$ cat src/rtl/excl_mon_pkg.sv
package excl_mon_pkg;
    typedef enum logic [1:0] {
        SZ_BYTE  = 2'd0,
        SZ_HALF  = 2'd1,
        SZ_WORD  = 2'd2,
        SZ_DWORD = 2'd3
    } xsize_t;

    typedef enum logic {
        RSV_IDLE = 1'b0,
        RSV_HELD = 1'b1
    } rsv_state_t;
endpackage

$ cat src/rtl/excl_tag_fsm.sv
module excl_tag_fsm
    import excl_mon_pkg::*;
#(
    parameter int AW = 32
) (
    input  logic          clk,
    input  logic          rst_n,
    input  logic          ld_req,
    input  logic [AW-1:0] ld_addr,
    input  xsize_t        ld_size,
    input  logic          st_req,
    input  logic          clr_req,
    output logic          held,
    output logic [AW-1:0] held_addr,
    output xsize_t        held_size
);
    rsv_state_t    state_q, state_d;
    logic [AW-1:0] addr_q;
    xsize_t        size_q;
    logic          capture;

    // Next state: clear and store outrank load
    always_comb begin
        state_d = state_q;
        capture = 1'b0;
        unique case (state_q)
            RSV_IDLE: begin
                if (!clr_req && !st_req && ld_req) begin
                    state_d = RSV_HELD;          // T_MARK
                    capture = 1'b1;
                end
            end
            RSV_HELD: begin
                if (clr_req || st_req) begin
                    state_d = RSV_IDLE;          // T_DROP / T_CONSUME
                end else if (ld_req) begin
                    state_d = RSV_HELD;          // T_REMARK
                    capture = 1'b1;
                end
            end
            default: state_d = RSV_IDLE;
        endcase
    end

    always_ff @(posedge clk) begin
        if (!rst_n) begin
            state_q <= RSV_IDLE;
            addr_q  <= '0;
            size_q  <= SZ_BYTE;
        end else begin
            state_q <= state_d;
            if (capture) begin
                addr_q <= ld_addr;
                size_q <= ld_size;
            end
        end
    end

    always_comb begin
        held      = (state_q == RSV_HELD);
        held_addr = addr_q;
        held_size = size_q;
    end
endmodule

$ cat src/rtl/excl_match.sv
module excl_match
    import excl_mon_pkg::*;
#(
    parameter int AW        = 32,
    parameter int MATCH_LSB = 0
) (
    input  logic          held,
    input  logic [AW-1:0] held_addr,
    input  xsize_t        held_size,
    input  logic [AW-1:0] st_addr,
    input  xsize_t        st_size,
    output logic          hit
);
    logic addr_eq;

    generate
        if (MATCH_LSB == 0) begin : g_full
            assign addr_eq = (held_addr == st_addr);
        end else begin : g_granule
            assign addr_eq = (held_addr[AW-1:MATCH_LSB] == st_addr[AW-1:MATCH_LSB]);
        end
    endgenerate

    assign hit = held && addr_eq && (held_size == st_size);
endmodule

$ cat src/rtl/excl_verdict.sv
module excl_verdict (
    input  logic st_req,
    input  logic clr_req,
    input  logic local_hit,
    input  logic shareable,
    input  logic sys_pass,
    output logic sys_query,
    output logic pass
);
    logic local_ok;

    always_comb begin
        local_ok  = local_hit && !clr_req;
        // The system monitor is asked only once the local check is good
        sys_query = st_req && shareable && local_ok;
        pass      = st_req && local_ok && (!shareable || sys_pass);
    end
endmodule

$ cat src/rtl/excl_result_reg.sv
module excl_result_reg #(
    parameter int AW = 32,
    parameter int DW = 64
) (
    input  logic          clk,
    input  logic          rst_n,
    input  logic          st_req,
    input  logic          pass,
    input  logic [AW-1:0] st_addr,
    input  logic [1:0]    st_size,
    input  logic [DW-1:0] st_data,
    output logic          wr_en,
    output logic [AW-1:0] wr_addr,
    output logic [1:0]    wr_size,
    output logic [DW-1:0] wr_data,
    output logic          st_done,
    output logic          st_status
);
    always_ff @(posedge clk) begin
        if (!rst_n) begin
            wr_en     <= 1'b0;
            wr_addr   <= '0;
            wr_size   <= '0;
            wr_data   <= '0;
            st_done   <= 1'b0;
            st_status <= 1'b0;
        end else begin
            wr_en     <= pass;
            st_done   <= st_req;
            st_status <= st_req && !pass;
            if (pass) begin
                wr_addr <= st_addr;
                wr_size <= st_size;
                wr_data <= st_data;
            end
        end
    end
endmodule

$ cat src/rtl/excl_reservation_unit.sv
module excl_reservation_unit
    import excl_mon_pkg::*;
#(
    parameter int AW        = 32,
    parameter int DW        = 64,
    parameter int MATCH_LSB = 0
) (
    input  logic          clk,
    input  logic          rst_n,
    input  logic          ld_req,
    input  logic [AW-1:0] ld_addr,
    input  logic [1:0]    ld_size,
    input  logic          st_req,
    input  logic [AW-1:0] st_addr,
    input  logic [1:0]    st_size,
    input  logic [DW-1:0] st_data,
    input  logic          shareable,
    input  logic          sys_pass,
    input  logic          clr_req,
    output logic          sys_query,
    output logic          wr_en,
    output logic [AW-1:0] wr_addr,
    output logic [1:0]    wr_size,
    output logic [DW-1:0] wr_data,
    output logic          st_done,
    output logic          st_status
);
    logic          held;
    logic [AW-1:0] held_addr;
    xsize_t        held_size;
    logic          local_hit;
    logic          pass;

    excl_tag_fsm #(.AW(AW)) u_fsm (
        .clk       (clk),
        .rst_n     (rst_n),
        .ld_req    (ld_req),
        .ld_addr   (ld_addr),
        .ld_size   (xsize_t'(ld_size)),
        .st_req    (st_req),
        .clr_req   (clr_req),
        .held      (held),
        .held_addr (held_addr),
        .held_size (held_size)
    );

    excl_match #(.AW(AW), .MATCH_LSB(MATCH_LSB)) u_match (
        .held      (held),
        .held_addr (held_addr),
        .held_size (held_size),
        .st_addr   (st_addr),
        .st_size   (xsize_t'(st_size)),
        .hit       (local_hit)
    );

    excl_verdict u_verdict (
        .st_req    (st_req),
        .clr_req   (clr_req),
        .local_hit (local_hit),
        .shareable (shareable),
        .sys_pass  (sys_pass),
        .sys_query (sys_query),
        .pass      (pass)
    );

    excl_result_reg #(.AW(AW), .DW(DW)) u_res (
        .clk       (clk),
        .rst_n     (rst_n),
        .st_req    (st_req),
        .pass      (pass),
        .st_addr   (st_addr),
        .st_size   (st_size),
        .st_data   (st_data),
        .wr_en     (wr_en),
        .wr_addr   (wr_addr),
        .wr_size   (wr_size),
        .wr_data   (wr_data),
        .st_done   (st_done),
        .st_status (st_status)
    );
endmodule

$ cat config.mk
export PLATFORM = sky130hd
export DESIGN_NAME = excl_reservation_unit
export DESIGN_NICKNAME = d
export VERILOG_FILES = /design/src/rtl/excl_mon_pkg.sv /design/src/rtl/excl_tag_fsm.sv /design/src/rtl/excl_match.sv /design/src/rtl/excl_verdict.sv /design/src/rtl/excl_result_reg.sv /design/src/rtl/excl_reservation_unit.sv
export SDC_FILE = /design/constraint.sdc
export NUM_CORES = 1
export LEC_CHECK = 0
export ABC_AREA = 1
export BUFFER_PORTS_ARGS = -buffer_cell sky130_fd_sc_hd__buf_2
export CORE_MARGIN = 2
export CORE_UTILIZATION = 48
export DETAILED_ROUTE_END_ITERATION = 8
export GPL_TIMING_DRIVEN = 0
export PLACE_DENSITY = 0.81
export SLEW_MARGIN = 20
export SYNTH_ARGS = -nofsm -noshare
export SYNTH_HDL_FRONTEND = slang
export SYNTH_SLANG_ARGS = --single-unit
$ cat constraint.sdc
create_clock -name clk -period 1.66 [get_ports clk]
set_input_delay 0.332 -clock clk [delete_from_list [all_inputs] [get_ports clk]]
set_output_delay 0.332 -clock clk [all_outputs]
set_load 0.1 [all_outputs]
### Yosys cells after proc, flatten, opt, wreduce, memory -nomap -nowiden

Index checks and enable logic that the tools add are counted.

| storage, ports and cells | value |
|---|---|
| register bits after elaboration | 136 |
| output and inout bits | 102 |
| word-level logic and storage cells | 34 |

| cells by class | value |
|---|---|
| multiplexer cells | 6 |
| equal/unequal tests | 2 |
| reductions and logical operators | 16 |
| bitwise gates (word level) | 1 |

Operators by type and width:

| cell | count |
|---|---|
| $eq A32 B32 Y1 | 1 |
| $logic_and A1 B1 Y1 | 10 |
| $logic_not A1 Y1 | 4 |
| $mux W1 | 4 |
| $pmux W1 S2 | 2 |
| $eq A2 B2 Y1 | 1 |
| $logic_or A1 B1 Y1 | 2 |
| $not A1 Y1 | 1 |

### Logic depth before layout (Yosys ltp)

Gate-level depths: netlist of the first run.

| logic depth | value |
|---|---|
| depth in word-level cells | 8 |
| mapped depth | 13 |
| gate-level depth less buffers | 11 |

### By module

From an unflattened synthesis of the first run, not the netlist that was laid out.

| unflattened totals | value |
|---|---|
| cells, all modules | 1,015 |
| area total of the unflattened synthesis | 6,342.3 sq um |

Modules (own cells, without submodules):

| module | instances | seq. area each (sq um) | area each (sq um) | cells an instance |
|---|---|---|---|---|
| excl_result_reg | 1 | 2,021.9 | 4,127.7 | 629 |
| excl_tag_fsm | 1 | 700.7 | 1,556.5 | 227 |
| excl_match | 1 | 0.0 | 629.4 | 153 |
| excl_verdict | 1 | 0.0 | 28.8 | 6 |

### Worst setup path before layout of the first run

OpenSTA, ideal clock, no wires.

| path | value |
|---|---|
| path kind | input-to-output |
| start | input port st_addr[31] |
| end | output port sys_query |
| stages on the path | 7 |
| required time | 1.328 ns |
| path slack | -0.797 ns |
| data arrival time | 2.125 ns |
| buffers on the path | 0 |
| cells stage by stage | xnor2_1 > nand2_1 > nor2_1 > nand2_1 > nor2_1 > nand3_1 > nor2_1 |

| on the way | value |
|---|---|
| longest elaborated chain between the ends | 5 |

RTL lines:

| element | line | source |
|---|---|---|
| start: declaration | excl_reservation_unit.sv:14 | `input logic [AW-1:0] st_addr,` |
| $eq A32 B32 Y1 | excl_match.sv:18 | `assign addr_eq = (held_addr == st_addr);` |
| $logic_and A1 B1 Y1 (2 in a row) | excl_match.sv:24 | `assign hit = held && addr_eq && (held_size == st_size);` |
| $logic_and A1 B1 Y1 | excl_verdict.sv:13 | `local_ok = local_hit && !clr_req;` |
| $logic_and A1 B1 Y1 | excl_verdict.sv:15 | `sys_query = st_req && shareable && local_ok;` |
| end: declaration | excl_reservation_unit.sv:20 | `output logic sys_query,` |

No other way between the ends.

### Worst setup path after layout of the first run

| path | value |
|---|---|
| start | register u_fsm.addr_q[10], in the netlist u_fsm.held_addr[10] |
| end | output port sys_query |

| on the way | value |
|---|---|
| longest elaborated chain between the ends | 5 |

RTL lines:

| element | line | source |
|---|---|---|
| start: declaration | excl_tag_fsm.sv:18 | `logic [AW-1:0] addr_q;` |
| start signal: assignment | excl_tag_fsm.sv:53 | `addr_q <= ld_addr;` |
| $eq A32 B32 Y1 | excl_match.sv:18 |  |
| $logic_and A1 B1 Y1 (2 in a row) | excl_match.sv:24 |  |
| $logic_and A1 B1 Y1 | excl_verdict.sv:13 |  |
| $logic_and A1 B1 Y1 | excl_verdict.sv:15 |  |

No other way between the ends.

==> results.sh, run 1 <==
export IMPL_min_period_ps=2090
export IMPL_stdcell_count=1350
export IMPL_skew_ps=8.48
export IMPL_r2r_setup_slack_ps=-350
export IMPL_arrival_ps=1760
export IMPL_cts_tree="yes"
export IMPL_final_common_cell="buf_2"
export IMPL_syn_instance_count=892
export IMPL_viasPerCell=4.81
export IMPL_finalMaxSlewViolations=0
export IMPL_whs_ps=114
export IMPL_post_route_drc_count=0
export IMPL_die_h_um=114
export IMPL_status="finished with violations"
export IMPL_slowest_delay_ps=330
export IMPL_drive_gt1_frac=0.440
export IMPL_maxUsedRoutingLayer="met4"
export IMPL_clock_path_buffers=2
export IMPL_cts_root_buf="clkbuf_16"
export IMPL_fillers=795
export IMPL_hold_depth=3
export IMPL_grt_pass1_wl_mm=27.2
export IMPL_numClockSinks=136
export IMPL_antenna_found_initial=1
export IMPL_peakVddDrop_uv=696
export IMPL_yosysTopAreaCellShare=0.472
export IMPL_hp_class="input pin to flip-flop"
export IMPL_postRouteAntennaNets=0
export IMPL_met2_length_mm=10.1
export IMPL_hold_viol=0
export IMPL_wl_met1_mm=7.89
export IMPL_crit_required_ps=1330
export IMPL_tightest_slew_ps=611
export IMPL_firstDrtPassIters=5
export IMPL_path_max_fanout=2
export IMPL_maxCapViolations=0
export IMPL_die_w_um=114
export IMPL_clkTransAtPathRegs_ps=50
export IMPL_wire_per_inst_um=14.7
export IMPL_layout_common_cells="238 x buf_2, 186 x nor2_1, 149 x nand2_1"
export IMPL_ys_seq_area_frac=0.472
export IMPL_dp_hpwl_mm=11.9
export IMPL_syn_cell_area_um2=5770
export IMPL_p_clk_frac=0.458
export IMPL_syn_area_per_cell_um2=6.47
export IMPL_yosys_top_cells_area="dfxtp_1 47%, nor2_1 17%, nand2_1 16%"
export IMPL_period_share=1.26
export IMPL_slowest_stage="dfxtp_2"
export IMPL_grt_usage=0.271
export IMPL_die_area_um2=12900
export IMPL_portBuffers=239
export IMPL_netSwitchingFraction=0.235
export IMPL_place_gp_congestion=0.869
export IMPL_num_rows=40
export IMPL_postCtsHoldBufs=0
export IMPL_num_io_pins=241
export IMPL_path_cells="xnor2_2 -> nand2_1 -> nor2_1 -> nand2_1 -> nor2_4 -> nand3_2 -> nor2_4 -> buf_12"
export IMPL_p_leak_nw=4.94
export IMPL_cts_made_buffers=17
export IMPL_violations="negative setup slack"
export IMPL_htree_levels=4
export IMPL_rr_worst_depth=13
export IMPL_finalSetupViolCount=101
export IMPL_pwr_share_seq=0.462
export IMPL_num_nets_final=1329
export IMPL_insertion_delay_ps=430
export IMPL_initial_core_util=0.486
export IMPL_rsz0062_at_grt="true"
export IMPL_ys_ff_latch=136
export IMPL_power_internal_w=0.00554
export IMPL_power_total_w=0.00724
export IMPL_coreArea_um2=11900
export IMPL_grt_start_max_net_pins=17
export IMPL_wl_met3_mm=1.22
export IMPL_synthDistinctLibCells=15
export IMPL_initialDrtViolationCount=436
export IMPL_worstSetupEndpointType="output pin"
export IMPL_syn_to_final_growth_pct=64.4
export IMPL_yosysWarnings=0
export IMPL_fmax_mhz=478
export IMPL_yosysTopAreaCell="dfxtp_1"
export IMPL_slew_headroom=0.593
export IMPL_grt_pass1_vias=5654
export IMPL_num_vias=6489
export IMPL_synth_net_count=1031
export IMPL_start_kind="flip-flop"
export IMPL_critPathKind="flip-flop to output pin"
export IMPL_power_density_nw_per_um2=763
export IMPL_finalWorstSetupSlack_ps=-434
export IMPL_routed_wl_mm=19.8
export IMPL_overflow=0
export IMPL_comb_power_share=0.080
export IMPL_p_sw_w=0.00170
export IMPL_placed_cells=1278
worst paths after layout:
| check | from | end |
|---|---|---|
| worst max register to register | u_fsm.held_addr[10] | u_res.wr_addr[30] |
| worst min-delay path | st_data[27] | u_res.wr_data[27] |
| worst min register to register | u_fsm.held_addr[5] | u_fsm.held_addr[5] |
| worst max-delay path | u_fsm.held_addr[10] | sys_query |
stage by stage:
stage	utilization	setup slack, ps	setup TNS, ps	instance area, um^2
5_1_grt	0.799	-500	-35020	9480
6_report	0.799	-434	-25830	9480
4_1_cts	0.717	-403	-24460	8510
2_1_floorplan	-	-70.4	-70.4	5780
3_3_place_gp	0.603	-632	-60010	7160
3_5_place_dp	0.603	-651	-61580	7160
cell families (layout without fill, tap and decap cells):
| family | Yosys count | in the layout | share of synthesized area |
|---|---|---|---|
| simple gates | 516 | 516 | 0.338 |
| buf+inv | 171 | 481 | 0.116 |
| flops | 136 | 136 | 0.472 |
| compound gates | 48 | 48 | 0.0416 |
| xor+xnor | 21 | 21 | 0.0319 |
| other cells | 0 | 1 | 0 |
critical path: cells and delay by family, from the launching register on:
family / cells / cell delay, ps
buffers and inverters: 1 / 180
xor gates and xnor gates: 1 / 140
and+or+nand+nor: 6 / 680
DFF: 1 / 330
power by group through the flow:
stage | sequential, W | combinational, W | clock (W)
after floorplan | 0.00342 | 0.000204 | 0
after global placement | 0.00340 | 0.000466 | 0
after detailed placement | 0.00341 | 0.000471 | 0
after CTS | 0.00334 | 0.000528 | 0.00331
after global routing | 0.00335 | 0.000638 | 0.00348
final | 0.00335 | 0.000580 | 0.00331
what timing repair did:
item / CTS / global route
cloned: 7 / 10
setup buffers: 26 / 6
resized for setup: 126 / 263
pin swaps: 13 / 70
setup endpoints to repair: 101 / 102
endpoints found under the hold margin: 0 / 0
synth_stat cells:
library cell / instances
nor2_1: 259
nand2_1: 253
dfxtp_1: 136
inv_1: 128
o21ai_0: 35
clkbuf_1: 29
xnor2_1: 13
a21oi_1: 12
buf_2: 12
xor2_1: 8
buf_6: 2
nand3_1: 2
nand4_2: 1
o21ai_1: 1
or2_2: 1
flip-flops by register name (all words and copies together), names as in the netlist:
| signal | count |
|---|---|
| u_res.st_status | 1 |
| u_fsm.held_size | 2 |
| u_fsm.held | 1 |
| u_res.wr_addr | 32 |
| u_res.wr_en | 1 |
| u_fsm.held_addr | 32 |
| u_res.wr_size | 2 |
| u_res.st_done | 1 |
| u_res.wr_data | 64 |
final cells by class:
| class | instances | area [um^2] | share of cell area |
|---|---|---|---|
| inverter | 128 | 480 | 0.0507 |
| tap | 147 | 184 | 0.0194 |
| multi-input combinational | 585 | 3220 | 0.339 |
| buffer | 41 | 418 | 0.0441 |
| clock inverter | 3 | 17.5 | 0.00185 |
| sequential | 136 | 2740 | 0.289 |
| antenna | 1 | 2.50 | 0.000264 |
| clock buffer | 28 | 487 | 0.0513 |
| timing repair buffer | 281 | 1940 | 0.205 |
routing by layer:
layer,up-vias,track usage
met5,-,0
met4,0,0.125
met3,48,0.0728
met2,266,0.440
met1,2970,0.337
li1,3205,-
Note: power is estimated with default switching activity, not from simulation.
==> run 2: changes to the inputs <==
CORE_UTILIZATION = 32   (was 48)
PLACE_DENSITY = 0.58   (was 0.81)
SLEW_MARGIN = 25   (was 20)
==> run 2 against run 1 <==
Effect of this change: global-route usage fell by 7.3 points; clock skew shrank 2.1 ps; the run still ends with negative setup slack left; count of clock-buffer cells in the layout shrank 3; highest routed layer unchanged; largest cell class unchanged; critical path depth up 2; sequential share of layout area fell by 0.27 points; final cell count grew 5.3%.
==> results.sh, run 2 (synthesis results as in run 1) <==
export IMPL_skew_ps=6.35
export IMPL_status="finished with violations"
export IMPL_postCtsHoldBufs=0
export IMPL_grt_start_max_net_pins=17
export IMPL_place_gp_congestion=0.805
export IMPL_fmax_mhz=478
export IMPL_syn_to_final_growth_pct=65.3
export IMPL_dp_hpwl_mm=13.3
export IMPL_fin_tns_setup_ps=-24780
export IMPL_largest_reg_flops=64
export IMPL_htree_levels=4
export IMPL_seq_area_um2=2730
export IMPL_cp_num_buf_inv=2
export IMPL_insertion_delay_ps=420
export IMPL_drive_gt1_frac=0.402
export IMPL_arrival_ps=1760
export IMPL_die_w_um=138
export IMPL_overflow=0
export IMPL_slowest_delay_ps=310
export IMPL_critPathKind="flip-flop to output pin"
export IMPL_finalMaxSlewViolations=0
export IMPL_max_flop_register="u_res.wr_data"
export IMPL_rsz0062_at_grt="true"
export IMPL_die_h_um=138
export IMPL_finalSetupViolCount=101
export IMPL_firstDrtPassIters=4
export IMPL_maxCapViolations=0
export IMPL_routed_wl_mm=19.2
export IMPL_start_kind="flip-flop"
export IMPL_min_period_ps=2090
export IMPL_slowest_stage="dfxtp_1"
export IMPL_postRouteAntennaNets=0
export IMPL_fillers=1748
export IMPL_power_density_nw_per_um2=806
export IMPL_period_share=1.26
export IMPL_viasPerCell=4.27
export IMPL_critPathTopFamily="simple AND/OR/NAND/NOR gates"
export IMPL_numClockSinks=136
export IMPL_whs_ps=118
export IMPL_violations="negative setup slack"
export IMPL_crit_required_ps=1330
export IMPL_hp_class="input pin to flip-flop"
export IMPL_initialDrtViolationCount=217
export IMPL_cts_root_buf="clkbuf_16"
export IMPL_path_max_fanout=2
export IMPL_coreArea_um2=17800
export IMPL_post_route_drc_count=0
export IMPL_grt_pass1_vias=5729
export IMPL_antenna_found_initial=2
export IMPL_num_vias=6070
export IMPL_clock_path_buffers=2
export IMPL_initial_core_util=0.323
export IMPL_p_leak_nw=4.93
export IMPL_num_io_pins=241
export IMPL_tightest_slew_ps=646
export IMPL_clkTransAtPathRegs_ps=60
export IMPL_hold_viol=0
export IMPL_peakVddDrop_uv=694
export IMPL_grt_usage=0.198
export IMPL_path_cells="inv_1 -> nand2_1 -> nand2_1 -> nand2_1 -> nor2_1 -> nand2_2 -> nor2_4 -> nand3_2 -> nor2_4 -> buf_12"
export IMPL_portBuffers=239
export IMPL_finalWorstSetupSlack_ps=-433
export IMPL_wire_per_inst_um=13.5
export IMPL_num_rows=49
export IMPL_slew_headroom=0.569
export IMPL_layout_common_cells="238 x buf_2, 193 x nand2_1, 169 x nor2_1"
export IMPL_critPathMostFrequentCell="nand2_1"
export IMPL_multi_input_area_um2=3170
export IMPL_cts_made_buffers=17
export IMPL_cts_tree="yes"
export IMPL_num_nets_final=1317
export IMPL_final_common_cell="buf_2"
export IMPL_worstSetupEndpointType="output pin"
export IMPL_die_area_um2=19100
export IMPL_grt_pass1_wl_mm=30.0
[run 2: cell count changes in the layout (fill, tap and decap cells not counted), moves of 11 or more]
| cell | change |
|---|---|
| buf_6 | -14 |
| nand2_1 | +44 |
| nand2_2 | -26 |
| nand2_4 | -18 |
| nor2_1 | -17 |
| nor2_2 | -11 |
| nor2_4 | +28 |
[run 2: cell type report]
cell class | instances | area share
multi-input combinational | 585 | 0.333
clock inverter | 7 | 0.00958
tap | 229 | 0.0300
buffer | 41 | 0.0476
clock buffer | 25 | 0.0519
inverter | 128 | 0.0504
timing repair buffer | 269 | 0.192
sequential | 136 | 0.286
antenna | 1 | 0.000262
[run 2: per-layer routing]
layer / share of wire / track usage / vias up
met2: 0.47 / 0.315 / 159
met3: 0.046 / 0.0443 / 39
met5: 0 / 0 / -
met1: 0.46 / 0.262 / 2695
li1: - / - / 3177
met4: 0.028 / 0.0806 / 0
[run 2: report_power, final]
part	switching, W	total [W]	internal (W)
registers	0.0000270	0.00334	0.00331
clock network	0.00144	0.00381	0.00237
logic	0.000325	0.000543	0.000218
total	0.00179	0.00769	0.00590
[run 2: repair_timing]
action,in CTS,in global routing
gates cloned,16,3
pin swaps,33,52
endpoints found under the hold margin,0,0
endpoints found under the setup margin,101,101
buffers inserted,14,4
resized for setup,221,133
[run 2: stage by stage]
step | power [W] | utilization | worst slack (ps) | std cells | instance area, um^2
6_report | 0.00769 | 0.535 | -433 | 1421 | 9540
5_1_grt | 0.00800 | 0.535 | -547 | 1421 | 9540
4_1_cts | 0.00775 | 0.512 | -431 | 1422 | 9140
3_5_place_dp | 0.00389 | 0.407 | -801 | 1360 | 7260
3_3_place_gp | 0.00389 | 0.407 | -775 | 1360 | 7260
2_1_floorplan | 0.00363 | - | -70.4 | 892 | 5780
[run 2: worst paths after layout]
path	startpoint	to	slack, ps	depth (start not counted)
worst max-delay path	u_fsm.held_addr[3]	sys_query	-430	10
worst min-delay path	st_data[19]	u_res.wr_data[19]	120	3
worst max register to register	u_fsm.held_addr[3]	u_res.wr_data[50]	-330	15
worst min register to register	u_fsm.held_addr[2]	u_fsm.held_addr[2]	450	2
[run 2: worst register-to-register path, stage by stage, from the launching register on]
cell     delay, ps
dfxtp_1        310
inv_1           70
nand2_1         50
nand2_1         50
nand2_1         60
nor2_1         130
nand2_2        110
nor2_4         130
buf_6          110
nand4_4        140
buf_12         180
buf_16         150
buf_12         130
buf_16         140
nor2_4         100
nor2_1          40
==> run 3: changes to the inputs <==
CORE_MARGIN = 1.5   (was 2)
CTS_BUF_LIST = sky130_fd_sc_hd__clkbuf_4 sky130_fd_sc_hd__clkbuf_8   (was not set)
clock period = 2.7 ns   (was 1.66 ns; I/O delays follow)
==> run 3 against run 2 <==
Effect of this change: sequential share of layout area up 7.4 points; register-to-register slack gained 730 ps; count of clock-buffer cells in the layout decreased by 2; sequential power shrank 39%; core utilization decreased by 10 points; sequential cell count stayed put; the flow now finishes without violations; clock skew rose by 4.3 ps; total power decreased by 51%; setup slack improved by 640 ps; largest cell class is now registers; cell area shrank 21%.
==> results.sh, run 3 (synthesis results as in run 1) <==
export IMPL_arrival_ps=1950
export IMPL_start_kind="flip-flop"
export IMPL_initial_core_util=0.330
export IMPL_syn_to_final_growth_pct=31.1
export IMPL_fin_tns_setup_ps=0
export IMPL_peakVddDrop_uv=261
export IMPL_postCtsSetupBuffers=0
export IMPL_post_place_ws_ps=25.8
export IMPL_crit_required_ps=2160
export IMPL_firstDrtPassIters=5
export IMPL_status="finished, final reports clean"
export IMPL_cts_root_buf="clkbuf_8"
export IMPL_die_h_um=137
export IMPL_slew_headroom=0.620
export IMPL_p_clk_frac=0.380
export IMPL_min_period_ps=2490
export IMPL_final_common_cell="nor2_1"
export IMPL_rsz0062_at_grt="false"
export IMPL_num_io_pins=241
export IMPL_multi_input_area_um2=2380
export IMPL_finalSetupViolCount=0
export IMPL_postRouteAntennaNets=0
export IMPL_critPathKind="flip-flop to output pin"
export IMPL_insertion_delay_ps=440
export IMPL_num_vias=5750
export IMPL_numClockSinks=136
export IMPL_overflow=0
export IMPL_netSwitchingFraction=0.248
export IMPL_fillers=1902
export IMPL_num_nets_final=1289
export IMPL_hold_path_endpoint="u_res.wr_data[11]"
export IMPL_p_leak_nw=4.38
export IMPL_comb_power_share=0.078
export IMPL_grt_pass1_vias=5206
export IMPL_die_area_um2=18800
export IMPL_finalMaxSlewViolations=0
export IMPL_seq_area_um2=2720
export IMPL_clock_path_buffers=2
export IMPL_grt_pass1_wl_mm=26.3
export IMPL_viasPerCell=4.15
export IMPL_hold_viol=0
export IMPL_power_total_w=0.00378
export IMPL_cts_tree="yes"
export IMPL_postCtsHoldBufs=0
export IMPL_worstSetupEndpointType="output pin"
export IMPL_critPathLaunch="u_fsm.held_addr[11]"
export IMPL_antenna_found_initial=1
export IMPL_p_sw_w=0.000936
export IMPL_num_rows=48
export IMPL_path_max_fanout=2
export IMPL_n_antenna_cell=0
export IMPL_dp_hpwl_mm=13.3
export IMPL_portBuffers=239
export IMPL_coreArea_um2=17500
export IMPL_rr_endpoint="u_res.wr_addr[17]"
export IMPL_r2r_setup_slack_ps=400
export IMPL_tightest_slew_ps=570
export IMPL_fmax_mhz=402
export IMPL_post_route_drc_count=0
export IMPL_hold_depth=3
export IMPL_clkTransAtPathRegs_ps=70
export IMPL_grt_start_max_net_pins=17
export IMPL_maxCapViolations=0
export IMPL_place_gp_congestion=0.795
export IMPL_drive_gt1_frac=0.245
export IMPL_rr_worst_depth=10
export IMPL_grt_usage=0.185
export IMPL_skew_ps=10.6
export IMPL_power_internal_w=0.00284
export IMPL_pwr_share_seq=0.542
export IMPL_die_w_um=137
export IMPL_wire_per_inst_um=12.7
export IMPL_cts_made_buffers=17
export IMPL_routed_wl_mm=17.6
export IMPL_initialDrtViolationCount=275
export IMPL_max_flop_register="u_res.wr_data"
export IMPL_power_density_nw_per_um2=500
export IMPL_finalWorstSetupSlack_ps=210
export IMPL_r2r_start="u_fsm.held_addr[11]"
export IMPL_largest_reg_flops=64
export IMPL_hp_class="input pin to flip-flop"
export IMPL_hp_start="st_data[11]"
export IMPL_period_share=0.922
export IMPL_cts_resized_gates=0
export IMPL_htree_levels=4
export IMPL_layout_common_cells="258 x nor2_1, 253 x nand2_1, 250 x buf_2"
==> run 3: cell types whose count changed in the layout (fill, tap and decap cells not counted), moves of 20 or more <==
cell / change
nor2_2: -25
nand2_1: +60
buf_12: -20
nor2_4: -64
nand2_2: -47
nor2_1: +89
clkbuf_16: -25
==> run 3: final cells by class <==
cell class                      instances  share of cell area
Clock buffer                           23              0.0377
Inverter                              128              0.0635
Buffer                                 43              0.0253
Tap cell                              225              0.0372
Timing Repair Buffer                  239               0.158
Sequential cell                       136               0.360
Clock inverter                          5             0.00364
Multi-Input combinational cell        585               0.314
==> run 3: worst max path at each step <==
stage	to	slack [ps]	cells after the start
floorplan	sys_query	280	7
global placement	u_res.wr_addr[18]	80	11
detailed placement	u_res.wr_addr[10]	30	11
CTS	sys_query	80	8
global route	sys_query	30	8
finish	sys_query	210	8
==> run 3: stage by stage <==
stage	instances	instance area (um^2)	utilization	hold WS [ps]
2_1_floorplan	892	5770	-	444
3_3_place_gp	1356	7250	0.415	457
3_5_place_dp	1356	7250	0.415	462
4_1_cts	1384	7560	0.433	274
5_1_grt	1384	7560	0.433	288
6_report	1384	7560	0.433	314
==> run 3: power by group through the flow <==
stage               Clock [W]  Sequential, W  Combinational (W)
floorplan                   0        0.00210           0.000125
global placement            0        0.00209           0.000295
CTS                   0.00149        0.00205           0.000297
global route          0.00157        0.00205           0.000330
detailed placement          0        0.00209           0.000295
finish                0.00144        0.00205           0.000294
==> run 3: routing by layer <==
metal | part of all wire | GRT usage | wire length [um]
met5 | 0.00074 | 0 | 13
met4 | 0.025 | 0.0825 | 442
met3 | 0.051 | 0.0408 | 901
met2 | 0.46 | 0.300 | 8160
met1 | 0.46 | 0.235 | 8040
==> run 3: critical path, cell delays in order, from the launching register on <==
cell	delay, ps
dfxtp_1	320
xnor2_1	220
nand2_1	110
nor2_1	100
nand2_1	60
nor2_1	170
nand3_1	130
nor2_2	100
buf_4	290
